[config.mk]
export PLATFORM = sky130hd
export DESIGN_NAME = dma_irq_agg
export DESIGN_NICKNAME = d
export VERILOG_FILES = /design/src/rtl/dma_irq_agg_pkg.sv /design/src/rtl/dma_irq_ctrl.sv /design/src/rtl/dma_irq_datapath.sv /design/src/rtl/dma_irq_agg.sv
export SDC_FILE = /design/constraint.sdc
export NUM_CORES = 1
export LEC_CHECK = 0
export CAP_MARGIN = 10
export CORE_ASPECT_RATIO = 0.7
export CORE_MARGIN = 3
export CORE_UTILIZATION = 50
export DETAILED_ROUTE_END_ITERATION = 7
export GPL_TIMING_DRIVEN = 0
export PLACE_DENSITY = 0.86
export SLEW_MARGIN = 30
export SYNTH_ARGS = -nofsm -noshare
export SYNTH_HDL_FRONTEND = slang
export SYNTH_SLANG_ARGS = --single-unit
export TNS_END_PERCENT = 1
[constraint.sdc]
create_clock -name clk -period 2.7 [get_ports clk]
set_input_delay 0.27 -clock clk [delete_from_list [all_inputs] [get_ports clk]]
set_output_delay 0.27 -clock clk [all_outputs]
set_load 0.005 [all_outputs]
[src/rtl/dma_irq_agg_pkg.sv]
package dma_irq_agg_pkg;

  localparam int REG_W       = 32;
  localparam int NIB_W       = 4;
  localparam int CH_PER_BANK = REG_W / NIB_W;
  localparam int NUM_BANKS   = 2;
  localparam int MAX_CH      = CH_PER_BANK * NUM_BANKS;
  localparam int VEC_W       = REG_W * NUM_BANKS;
  localparam int KINDS       = 3;

  // register offsets
  localparam logic [7:0] OFS_EN0 = 8'h00;
  localparam logic [7:0] OFS_EN1 = 8'h04;
  localparam logic [7:0] OFS_PD0 = 8'h10;
  localparam logic [7:0] OFS_PD1 = 8'h14;
  localparam logic [7:0] OFS_STA = 8'h30;

  typedef enum logic [2:0] {
    RD_NONE,
    RD_EN0,
    RD_EN1,
    RD_PD0,
    RD_PD1,
    RD_STA
  } rdSel_e;

  typedef struct packed {
    logic [NUM_BANKS-1:0] enWr;
    logic [NUM_BANKS-1:0] pendClr;
    rdSel_e               rdSel;
  } ctrlStrobe_t;

  // bits that exist for a given channel count
  function automatic logic [VEC_W-1:0] validMask(input int numCh);
    logic [VEC_W-1:0] m;
    m = '0;
    for (int ch = 0; ch < MAX_CH; ch++) begin
      for (int k = 0; k < KINDS; k++) begin
        if (ch < numCh) m[ch*NIB_W+k] = 1'b1;
      end
    end
    return m;
  endfunction

endpackage

[src/rtl/dma_irq_ctrl.sv]
module dma_irq_ctrl
  import dma_irq_agg_pkg::*;
#(
  parameter int ADDR_W = 8
) (
  input  logic [ADDR_W-1:0] regAddr,
  input  logic              regWrEn,
  output ctrlStrobe_t       strobes
);

  localparam logic [ADDR_W-1:0] A_EN0 = ADDR_W'(OFS_EN0);
  localparam logic [ADDR_W-1:0] A_EN1 = ADDR_W'(OFS_EN1);
  localparam logic [ADDR_W-1:0] A_PD0 = ADDR_W'(OFS_PD0);
  localparam logic [ADDR_W-1:0] A_PD1 = ADDR_W'(OFS_PD1);
  localparam logic [ADDR_W-1:0] A_STA = ADDR_W'(OFS_STA);

  rdSel_e sel;

  always_comb begin
    case (regAddr)
      A_EN0:   sel = RD_EN0;
      A_EN1:   sel = RD_EN1;
      A_PD0:   sel = RD_PD0;
      A_PD1:   sel = RD_PD1;
      A_STA:   sel = RD_STA;
      default: sel = RD_NONE;
    endcase
  end

  always_comb begin
    strobes.rdSel      = sel;
    strobes.enWr[0]    = regWrEn && (sel == RD_EN0);
    strobes.enWr[1]    = regWrEn && (sel == RD_EN1);
    strobes.pendClr[0] = regWrEn && (sel == RD_PD0);
    strobes.pendClr[1] = regWrEn && (sel == RD_PD1);
  end

endmodule

[src/rtl/dma_irq_datapath.sv]
module dma_irq_datapath
  import dma_irq_agg_pkg::*;
#(
  parameter int NUM_CH = 16
) (
  input  logic              clk,
  input  logic              rstN,
  input  ctrlStrobe_t       strobes,
  input  logic [REG_W-1:0]  wrData,
  input  logic [NUM_CH-1:0] evHalf,
  input  logic [NUM_CH-1:0] evPkg,
  input  logic [NUM_CH-1:0] evQueue,
  output logic [REG_W-1:0]  rdData,
  output logic [VEC_W-1:0]  enVec,
  output logic [VEC_W-1:0]  pendVec,
  output logic              irqOut
);

  localparam logic [VEC_W-1:0] VALID = validMask(NUM_CH);

  logic [VEC_W-1:0]  evVec;
  logic [MAX_CH-1:0] chBusy;
  logic              irqReg;

  // spread strobes into the nibble layout; absent channels stay at zero
  for (genvar ch = 0; ch < MAX_CH; ch++) begin : g_nib
    if (ch < NUM_CH) begin : g_live
      assign evVec[ch*NIB_W+0] = evHalf[ch];
      assign evVec[ch*NIB_W+1] = evPkg[ch];
      assign evVec[ch*NIB_W+2] = evQueue[ch];
    end else begin : g_dead
      assign evVec[ch*NIB_W+2:ch*NIB_W] = '0;
    end
    assign evVec[ch*NIB_W+3] = 1'b0;
    assign chBusy[ch] = |pendVec[ch*NIB_W +: NIB_W];
  end

  // one enable/pending pair per bank
  for (genvar b = 0; b < NUM_BANKS; b++) begin : g_bank
    logic [REG_W-1:0] enReg;
    logic [REG_W-1:0] pendReg;
    logic [REG_W-1:0] clrMask;

    assign clrMask = strobes.pendClr[b] ? wrData : '0;

    always_ff @(posedge clk or negedge rstN) begin
      if (!rstN) begin
        enReg   <= '0;
        pendReg <= '0;
      end else begin
        if (strobes.enWr[b]) enReg <= wrData & VALID[b*REG_W +: REG_W];
        pendReg <= (pendReg & ~clrMask) | (evVec[b*REG_W +: REG_W] & enReg);
      end
    end

    assign enVec[b*REG_W +: REG_W]   = enReg;
    assign pendVec[b*REG_W +: REG_W] = pendReg;
  end

  always_ff @(posedge clk or negedge rstN) begin
    if (!rstN) irqReg <= 1'b0;
    else       irqReg <= |pendVec;
  end
  assign irqOut = irqReg;

  always_comb begin
    case (strobes.rdSel)
      RD_EN0:  rdData = enVec[REG_W-1:0];
      RD_EN1:  rdData = enVec[VEC_W-1:REG_W];
      RD_PD0:  rdData = pendVec[REG_W-1:0];
      RD_PD1:  rdData = pendVec[VEC_W-1:REG_W];
      RD_STA:  rdData = {{(REG_W-MAX_CH){1'b0}}, chBusy};
      default: rdData = '0;
    endcase
  end

endmodule

[src/rtl/dma_irq_agg.sv]
module dma_irq_agg
  import dma_irq_agg_pkg::*;
#(
  parameter int NUM_CH = 16,
  parameter int ADDR_W = 8
) (
  input  logic              clk,
  input  logic              rstN,
  input  logic [ADDR_W-1:0] regAddr,
  input  logic              regWrEn,
  input  logic [REG_W-1:0]  regWrData,
  output logic [REG_W-1:0]  regRdData,
  input  logic [NUM_CH-1:0] evHalf,
  input  logic [NUM_CH-1:0] evPkg,
  input  logic [NUM_CH-1:0] evQueue,
  output logic              irqOut
);

  ctrlStrobe_t      strobes;
  logic [VEC_W-1:0] enVec;
  logic [VEC_W-1:0] pendVec;

  dma_irq_ctrl #(.ADDR_W(ADDR_W)) ctrl_i (
    .regAddr (regAddr),
    .regWrEn (regWrEn),
    .strobes (strobes)
  );

  dma_irq_datapath #(.NUM_CH(NUM_CH)) dp_i (
    .clk     (clk),
    .rstN    (rstN),
    .strobes (strobes),
    .wrData  (regWrData),
    .evHalf  (evHalf),
    .evPkg   (evPkg),
    .evQueue (evQueue),
    .rdData  (regRdData),
    .enVec   (enVec),
    .pendVec (pendVec),
    .irqOut  (irqOut)
  );

endmodule

==> impl_metrics.tcl, run 1 <==
set metrics [dict create \
    number_of_antenna_violations_at_the_first_check_in_global_routing 0 \
    finalMaxSlewViolations 0 \
    status "complete, but fails checks" \
    cp.arrival_ns 2.53 \
    gp_congestion 0.930 \
    maxcap_viol_count 0 \
    synth_sequential_area_ratio_pct 52.3 \
    cts_tree "built" \
    crit_slowest_cell "sky130_fd_sc_hd__clkdlybuf4s50_1" \
    die_y_um 93 \
    post_synth_design_cell_area_mm2 0.00541 \
    cell_chain_of_the_critical_path "dlygate4sd2_1 -> or3_4 -> or4_1 -> clkbuf_8 -> o22ai_2 -> a21o_1 -> clkdlybuf4s50_1" \
    switching_share_pct 26.3 \
    finalWorstSetupSlack_ns -0.0975 \
    post-route-period-util_pct 104 \
    share_comb_of_total_power_pct 14.6 \
    initial_core_util_pct 51.8 \
    finalPower_mw 5.36 \
    port_buffers 122 \
    antenna-diode-count 0 \
    startpoint_type "primary input" \
    clk_root_buffer_cell "sky130_fd_sc_hd__clkbuf_16" \
    p_switching_mw 1.41 \
    power_report.internal_total_mw 3.95 \
    clock_h_tree_levels 4 \
    final_sum_of_negative_setup_slack_ns -0.725 \
    maximum_number_of_pins_on_one_net_before_global_route_repair 63 \
    yosys.cell_types.count 29 \
    achievable-frequency_mhz 357 \
    timing_worst_slew_pin_value_ns 0.897 \
    synthesis.nets 526 \
    holdWs_ns 0.421 \
    power-per-cell-area_mw_per_mm2 704 \
    drtAntennaViolNets 0 \
    timing.final.crit_period_ns 2.80 \
    drt_pre_antenna_iters 5 \
    final.fill_count 662 \
    placedInstanceArea_mm2 0.00682 \
    design_area_mm2 0.00761 \
    clock_skew_ns 0.00837 \
    nets 673 \
    total_leakage_power_nw 3.64 \
    unrepaired_setup_endpoints_after_global_routing "yes" \
    placement_rows 31 \
    vias_per_cell 6.54 \
    cts.clk_slew.worst_paths_ns 0.06 \
    global_route.overflow_total 0 \
    clock_latency_at_the_later_pin_of_the_worst_skew_pair_ns 0.41 \
    number_of_global_route_vias_before_repair 4982 \
    share_of_the_synthesized_area_in_the_top_cell_type_pct 52.3 \
    timing.critical_path.to_type "output port" \
    core_region_area_mm2 0.0104 \
    syn-instance-count 435 \
    i_o_pin_total 124 \
    hpwl_reported_at_the_end_of_detailed_placement_um 12100 \
    worstHoldPathType "primary input to async pin" \
    seq_power_share_pct 43.3 \
    portion_of_total_power_attributed_to_the_clock_network_pct 42.0 \
    setup_viol 16 \
    path_max_fanout 10 \
    multi_input_logic_area_mm2 0.00251 \
    drc_errors 0 \
    synth-seq-cells 113 \
    timing.critical_path.required_ns 2.43 \
    setup.worst_path.class "primary input to output port" \
    flow.area_growth_from_synthesis_pct 40.8 \
    synth_area_per_cell_um2 12.4 \
    synth.area.top_cells "sky130_fd_sc_hd__dfrtp_1, sky130_fd_sc_hd__mux2_4, sky130_fd_sc_hd__a22o_1" \
    synth-warning-count 0 \
    drive_above_1_share_pct 21.5 \
    maximum_clock_path_buffer_count 2 \
    die_width_um 130 \
    yosys.area.top_type "sky130_fd_sc_hd__dfrtp_1" \
    register_area_mm2 0.00283 \
    critPathMaxStageDelay_ns 0.52 \
    finalWirelength_um 17900 \
    vdd_drop_max_v 0.000455 \
    final-hold-violation-count 0 \
    violations "negative setup slack" \
    clock_tree_sinks 113 \
    fp.dieArea_mm2 0.0121 \
    maxSlewHeadroom_pct 39.6 \
    first_pass_grt_wire_length_um 27300 \
    grt_use_total_pct 30.0 \
    cts_buffers 17 \
    detailroute.via_count 4758 \
    initialDrtViolationCount 711 \
    wl_per_cell_um 24.6 \
]
## flip-flops by register name (all words and copies together), names as in the netlist
signal               count
dp_i.g_bank.enReg       48
dp_i.irqOut              1
dp_i.g_bank.pendReg     64
## per-stage QoR
step	instances	setup slack [ns]	util, %
2_1_floorplan	435	0.475	-
3_3_place_gp	689	-2.69	65.1
3_5_place_dp	690	-0.938	65.4
4_1_cts	727	-0.0712	72.8
5_1_grt	727	-0.151	73.0
6_report	727	-0.0975	73.0
## Yosys cell counts
| cell | n |
|---|---|
| sky130_fd_sc_hd__a21boi_0 | 16 |
| sky130_fd_sc_hd__a21o_1 | 11 |
| sky130_fd_sc_hd__a221o_1 | 16 |
| sky130_fd_sc_hd__a22o_1 | 52 |
| sky130_fd_sc_hd__a22oi_1 | 11 |
| sky130_fd_sc_hd__and2_1 | 1 |
| sky130_fd_sc_hd__and4b_1 | 1 |
| sky130_fd_sc_hd__buf_1 | 3 |
| sky130_fd_sc_hd__buf_2 | 2 |
| sky130_fd_sc_hd__buf_6 | 6 |
| sky130_fd_sc_hd__clkbuf_1 | 14 |
| sky130_fd_sc_hd__dfrtp_1 | 113 |
| sky130_fd_sc_hd__mux2_2 | 20 |
| sky130_fd_sc_hd__mux2_4 | 40 |
| sky130_fd_sc_hd__mux2i_1 | 13 |
| sky130_fd_sc_hd__nand2_1 | 50 |
| sky130_fd_sc_hd__nand2b_1 | 1 |
| sky130_fd_sc_hd__nand4_1 | 5 |
| sky130_fd_sc_hd__nor2_1 | 20 |
| sky130_fd_sc_hd__nor2b_1 | 1 |
| sky130_fd_sc_hd__nor3_1 | 3 |
| sky130_fd_sc_hd__nor4_1 | 17 |
| sky130_fd_sc_hd__o221ai_1 | 1 |
| sky130_fd_sc_hd__o22ai_1 | 11 |
| sky130_fd_sc_hd__or2_1 | 2 |
| sky130_fd_sc_hd__or3_4 | 1 |
| sky130_fd_sc_hd__or4_1 | 2 |
| sky130_fd_sc_hd__or4b_1 | 1 |
| sky130_fd_sc_hd__or4b_2 | 1 |
## critical path: cells and delay by family
family                 cells  cell delay [ns]
buffers and inverters      3             0.99
and+or+nand+nor            2             0.90
AOI/OAI and AO/OA          2             0.36
## what timing repair did
| item | 4_1_cts | 5_1_grt |
|---|---|---|
| hold buffers | 1 | 0 |
| pin swaps | 8 | 1 |
| setup endpoints to repair | 32 | 18 |
| resized for setup | 61 | 5 |
| endpoints found under the hold margin | 61 | 0 |
| setup buffers | 4 | 0 |
## power by group through the flow
stage,registers (mW),logic [mW],clock network [mW]
6_report,2.32,0.785,2.25
3_5_place_dp,2.30,0.753,0
4_1_cts,2.30,0.775,2.26
3_3_place_gp,2.29,0.714,0
2_1_floorplan,2.20,0.443,0
5_1_grt,2.34,0.834,2.35
## cell type report
type	instances	area share (%)
Timing Repair Buffer	128	16.7
Buffer	25	3.19
Multi-Input combinational cell	297	33.0
Clock inverter	10	1.76
Sequential cell	113	37.1
Tap cell	132	2.17
Clock buffer	22	6.10
## layout by cell type, fill, tap and decap left out, types with 5 or more instances in the layout
cell,count
sky130_fd_sc_hd__a21o_1,11
sky130_fd_sc_hd__buf_4,6
sky130_fd_sc_hd__nand4_1,5
sky130_fd_sc_hd__mux2i_1,13
sky130_fd_sc_hd__nand2_1,50
sky130_fd_sc_hd__nor4_1,16
sky130_fd_sc_hd__buf_6,8
sky130_fd_sc_hd__nor2_1,15
sky130_fd_sc_hd__clkbuf_1,9
sky130_fd_sc_hd__a21boi_0,16
sky130_fd_sc_hd__mux2_4,40
sky130_fd_sc_hd__clkdlybuf4s50_1,101
sky130_fd_sc_hd__a221o_1,16
sky130_fd_sc_hd__a22oi_1,11
sky130_fd_sc_hd__mux2_2,20
sky130_fd_sc_hd__clkbuf_16,19
sky130_fd_sc_hd__clkbuf_8,5
sky130_fd_sc_hd__dfrtp_1,113
sky130_fd_sc_hd__a22o_1,51
sky130_fd_sc_hd__o22ai_1,10
sky130_fd_sc_hd__dlygate4sd2_1,19
## cells by family after synthesis
logic type             after synthesis  share of synthesized area (%)
DFF                                113                           52.3
buffers and inverters               25                           2.62
AOI/OAI and AO/OA                  118                           18.1
muxes                               73                           17.7
and+or+nand+nor                    106                           9.30
## final timing paths
kind,from,to,slack [ns],cells after the start
setup / recovery,regAddr[1],regRdData[0],-0.1,7
hold / removal,rstN,dp_i.g_bank[0].enReg[10],0.42,2
setup reg to reg,dp_i.g_bank[1].pendReg[19],dp_i.irqOut,0.66,3
hold reg to reg,dp_i.g_bank[1].pendReg[14],dp_i.g_bank[1].pendReg[14],0.52,1
max in group asynchronous,rstN,dp_i.g_bank[0].enReg[30],1.62,3
min in group clk,evQueue[13],dp_i.g_bank[1].pendReg[22],0.48,2
## metal layers
metal / share of wire, % / up-vias / GRT usage (%)
li1: - / 1962 / -
met1: 40 / 2391 / 39.6
met2: 46 / 360 / 45.1
met3: 13 / 45 / 12.7
met4: 2.3 / 0 / 9.34
met5: 0 / - / 0
No activity file was read; power rests on OpenSTA's default activity.
==> run 2: changes to the inputs <==
- CTS_CLUSTER_DIAMETER: unset -> 120
- PLACE_DENSITY: 0.86 -> 0.85
- SYNTH_HIERARCHICAL: unset -> 1
==> impl_metrics.tcl, run 2 <==
set metrics [dict create \
    cts_tree "built" \
    critPathMaxStageDelay_ns 0.44 \
    cp.arrival_ns 2.43 \
    clock_latency_at_the_later_pin_of_the_worst_skew_pair_ns 0.42 \
    maximum_number_of_pins_on_one_net_before_global_route_repair 74 \
    setup.worst_path.class "primary input to output port" \
    vias_per_cell 6.70 \
    timing.critical_path.required_ns 2.43 \
    timing.critical_path.to_type "output port" \
    die_width_um 130 \
    design_area_mm2 0.00794 \
    synthesis.nets 535 \
    startpoint_type "primary input" \
    number_of_global_route_vias_before_repair 5176 \
    drive_above_1_share_pct 32.6 \
    nets 707 \
    placement_rows 31 \
    cts.clk_slew.worst_paths_ns 0.06 \
    clock_h_tree_levels 4 \
    finalWirelength_um 19700 \
    antenna-diode-count 0 \
    detailroute.via_count 5090 \
    wl_per_cell_um 25.9 \
    maximum_clock_path_buffer_count 2 \
    cts_buffers 17 \
    grt_use_total_pct 31.5 \
    clock_skew_ns 0.00543 \
    first_pass_grt_wire_length_um 28400 \
    syn-instance-count 444 \
    finish.utilization_pct 76.1 \
    core_region_area_mm2 0.0104 \
    power-per-cell-area_mw_per_mm2 733 \
    initial_core_util_pct 51.7 \
    maxSlewHeadroom_pct 36.3 \
    final-instance-count-excl-fill 760 \
    final_sum_of_negative_setup_slack_ns -0.00610 \
    timing.final.crit_period_ns 2.70 \
    vdd_drop_max_v 0.000505 \
    path_buf_inv 5 \
    clock_tree_sinks 113 \
    maxcap_viol_count 0 \
    final_common_cell "sky130_fd_sc_hd__dfrtp_1" \
    drtAntennaViolNets 0 \
    gp_congestion 0.927 \
    placedInstanceArea_mm2 0.00681 \
    path_max_fanout 5 \
    largest_register_ffs 64 \
    finalWorstSetupSlack_ns -0.00434 \
    fp.dieArea_mm2 0.0121 \
    total_leakage_power_nw 3.67 \
    timing_worst_slew_pin_value_ns 0.947 \
    drt_pre_antenna_iters 5 \
    mostFrequentLayoutCells "sky130_fd_sc_hd__dfrtp_1, sky130_fd_sc_hd__clkdlybuf4s50_1, sky130_fd_sc_hd__mux2_2" \
    finalMaxSlewViolations 0 \
    worstHoldPathType "primary input to async pin" \
    cell_chain_of_the_critical_path "dlymetal6s2s_1 -> or3_4 -> a2111oi_4 -> buf_4 -> buf_4 -> and2b_2 -> clkbuf_16 -> a22oi_1 -> o22ai_1 -> buf_2" \
    drc_errors 0 \
    largest_register_by_flop_count "dp_i/g_bank.pendReg" \
    worst_path_top_cell_family_by_delay "buffers and inverters" \
    post-place-ws_ns -0.955 \
    die_y_um 92.9 \
    hpwl_reported_at_the_end_of_detailed_placement_um 12000 \
    synth-warning-count 6 \
    crit_slowest_cell "sky130_fd_sc_hd__or3_4" \
    path_common_cell "sky130_fd_sc_hd__buf_4" \
    violations "negative setup slack" \
    regToRegSetupSlack_ns 1.00 \
    final.fill_count 583 \
    achievable-frequency_mhz 370 \
    synth_area_per_cell_um2 12.2 \
    port_buffers 122 \
    status "complete, but fails checks" \
    i_o_pin_total 124 \
    initialDrtViolationCount 641 \
    place.detailed.instances 699 \
    post_synth_design_cell_area_mm2 0.00540 \
    global_route.overflow_total 0 \
    unrepaired_setup_endpoints_after_global_routing "yes" \
    number_of_antenna_violations_at_the_first_check_in_global_routing 0 \
    clk_root_buffer_cell "sky130_fd_sc_hd__clkbuf_16" \
    final-hold-violation-count 0 \
    flow.area_growth_from_synthesis_pct 47.1 \
    post-route-period-util_pct 100 \
    setup_viol 2 \
]
==> run 2: timing repair <==
item | CTS | global route
endpoints found under the setup margin | 35 | 63
hold buffers | 1 | 0
cloned | 1 | 1
resized for setup | 84 | 71
buffers inserted | 11 | 18
pin swaps | 11 | 17
endpoints found under the hold margin | 40 | 0
==> run 2: worst paths after layout <==
kind                                            start                          to  cells past startpoint
max reg2reg                dp_i/g_bank[1].pendReg[29]                 dp_i/irqOut                      3
min in group clk                          evQueue[13]  dp_i/g_bank[1].pendReg[22]                      2
max                                        regAddr[1]                regRdData[6]                     10
min                                              rstN    dp_i/g_bank[0].enReg[29]                      2
min reg2reg                  dp_i/g_bank[0].enReg[16]  dp_i/g_bank[0].pendReg[16]                      1
max in group asynchronous                        rstN   dp_i/g_bank[1].pendReg[2]                      3
==> run 2: power breakdown <==
part	switching [mW]	internal (mW)
Combinational	0.326	0.455
Sequential	0.324	2.00
Clock	0.806	1.91
Total	1.46	4.37
==> run 2: final cells by class <==
| cell class | instances | area [µm²] | share of cell area, % |
|---|---|---|---|
| inverter | 2 | 7.51 | 0.0945 |
| clock inverter | 10 | 228 | 2.87 |
| clock buffer | 21 | 480 | 6.05 |
| sequential | 113 | 2830 | 35.6 |
| tap | 132 | 165 | 2.08 |
| buffer | 27 | 176 | 2.22 |
| multi-input combinational | 300 | 2600 | 32.7 |
| timing repair buffer | 155 | 1460 | 18.4 |
==> run 2: stage by stage <==
step | total power [mW] | hold slack, ns
finish | 5.82 | 0.343
CTS | 5.76 | 0.342
global route | 5.98 | 0.369
detailed placement | 3.02 | 0.210
global placement | 2.97 | 0.496
floorplan | 2.62 | -0.0256
==> run 2: per-layer routing <==
layer  wire length, µm  track usage (%)
met5                 0                0
met4               847             15.4
met3              2200             9.28
met2              8970             48.3
met1              7660             40.8
==> run 2: worst register-to-register path: stages, from the launching register on <==
cell and delay, ns:
sky130_fd_sc_hd__dfrtp_1 0.43, sky130_fd_sc_hd__nor4_1 0.66, sky130_fd_sc_hd__nor4b_2 0.35, sky130_fd_sc_hd__nand4_1 0.13
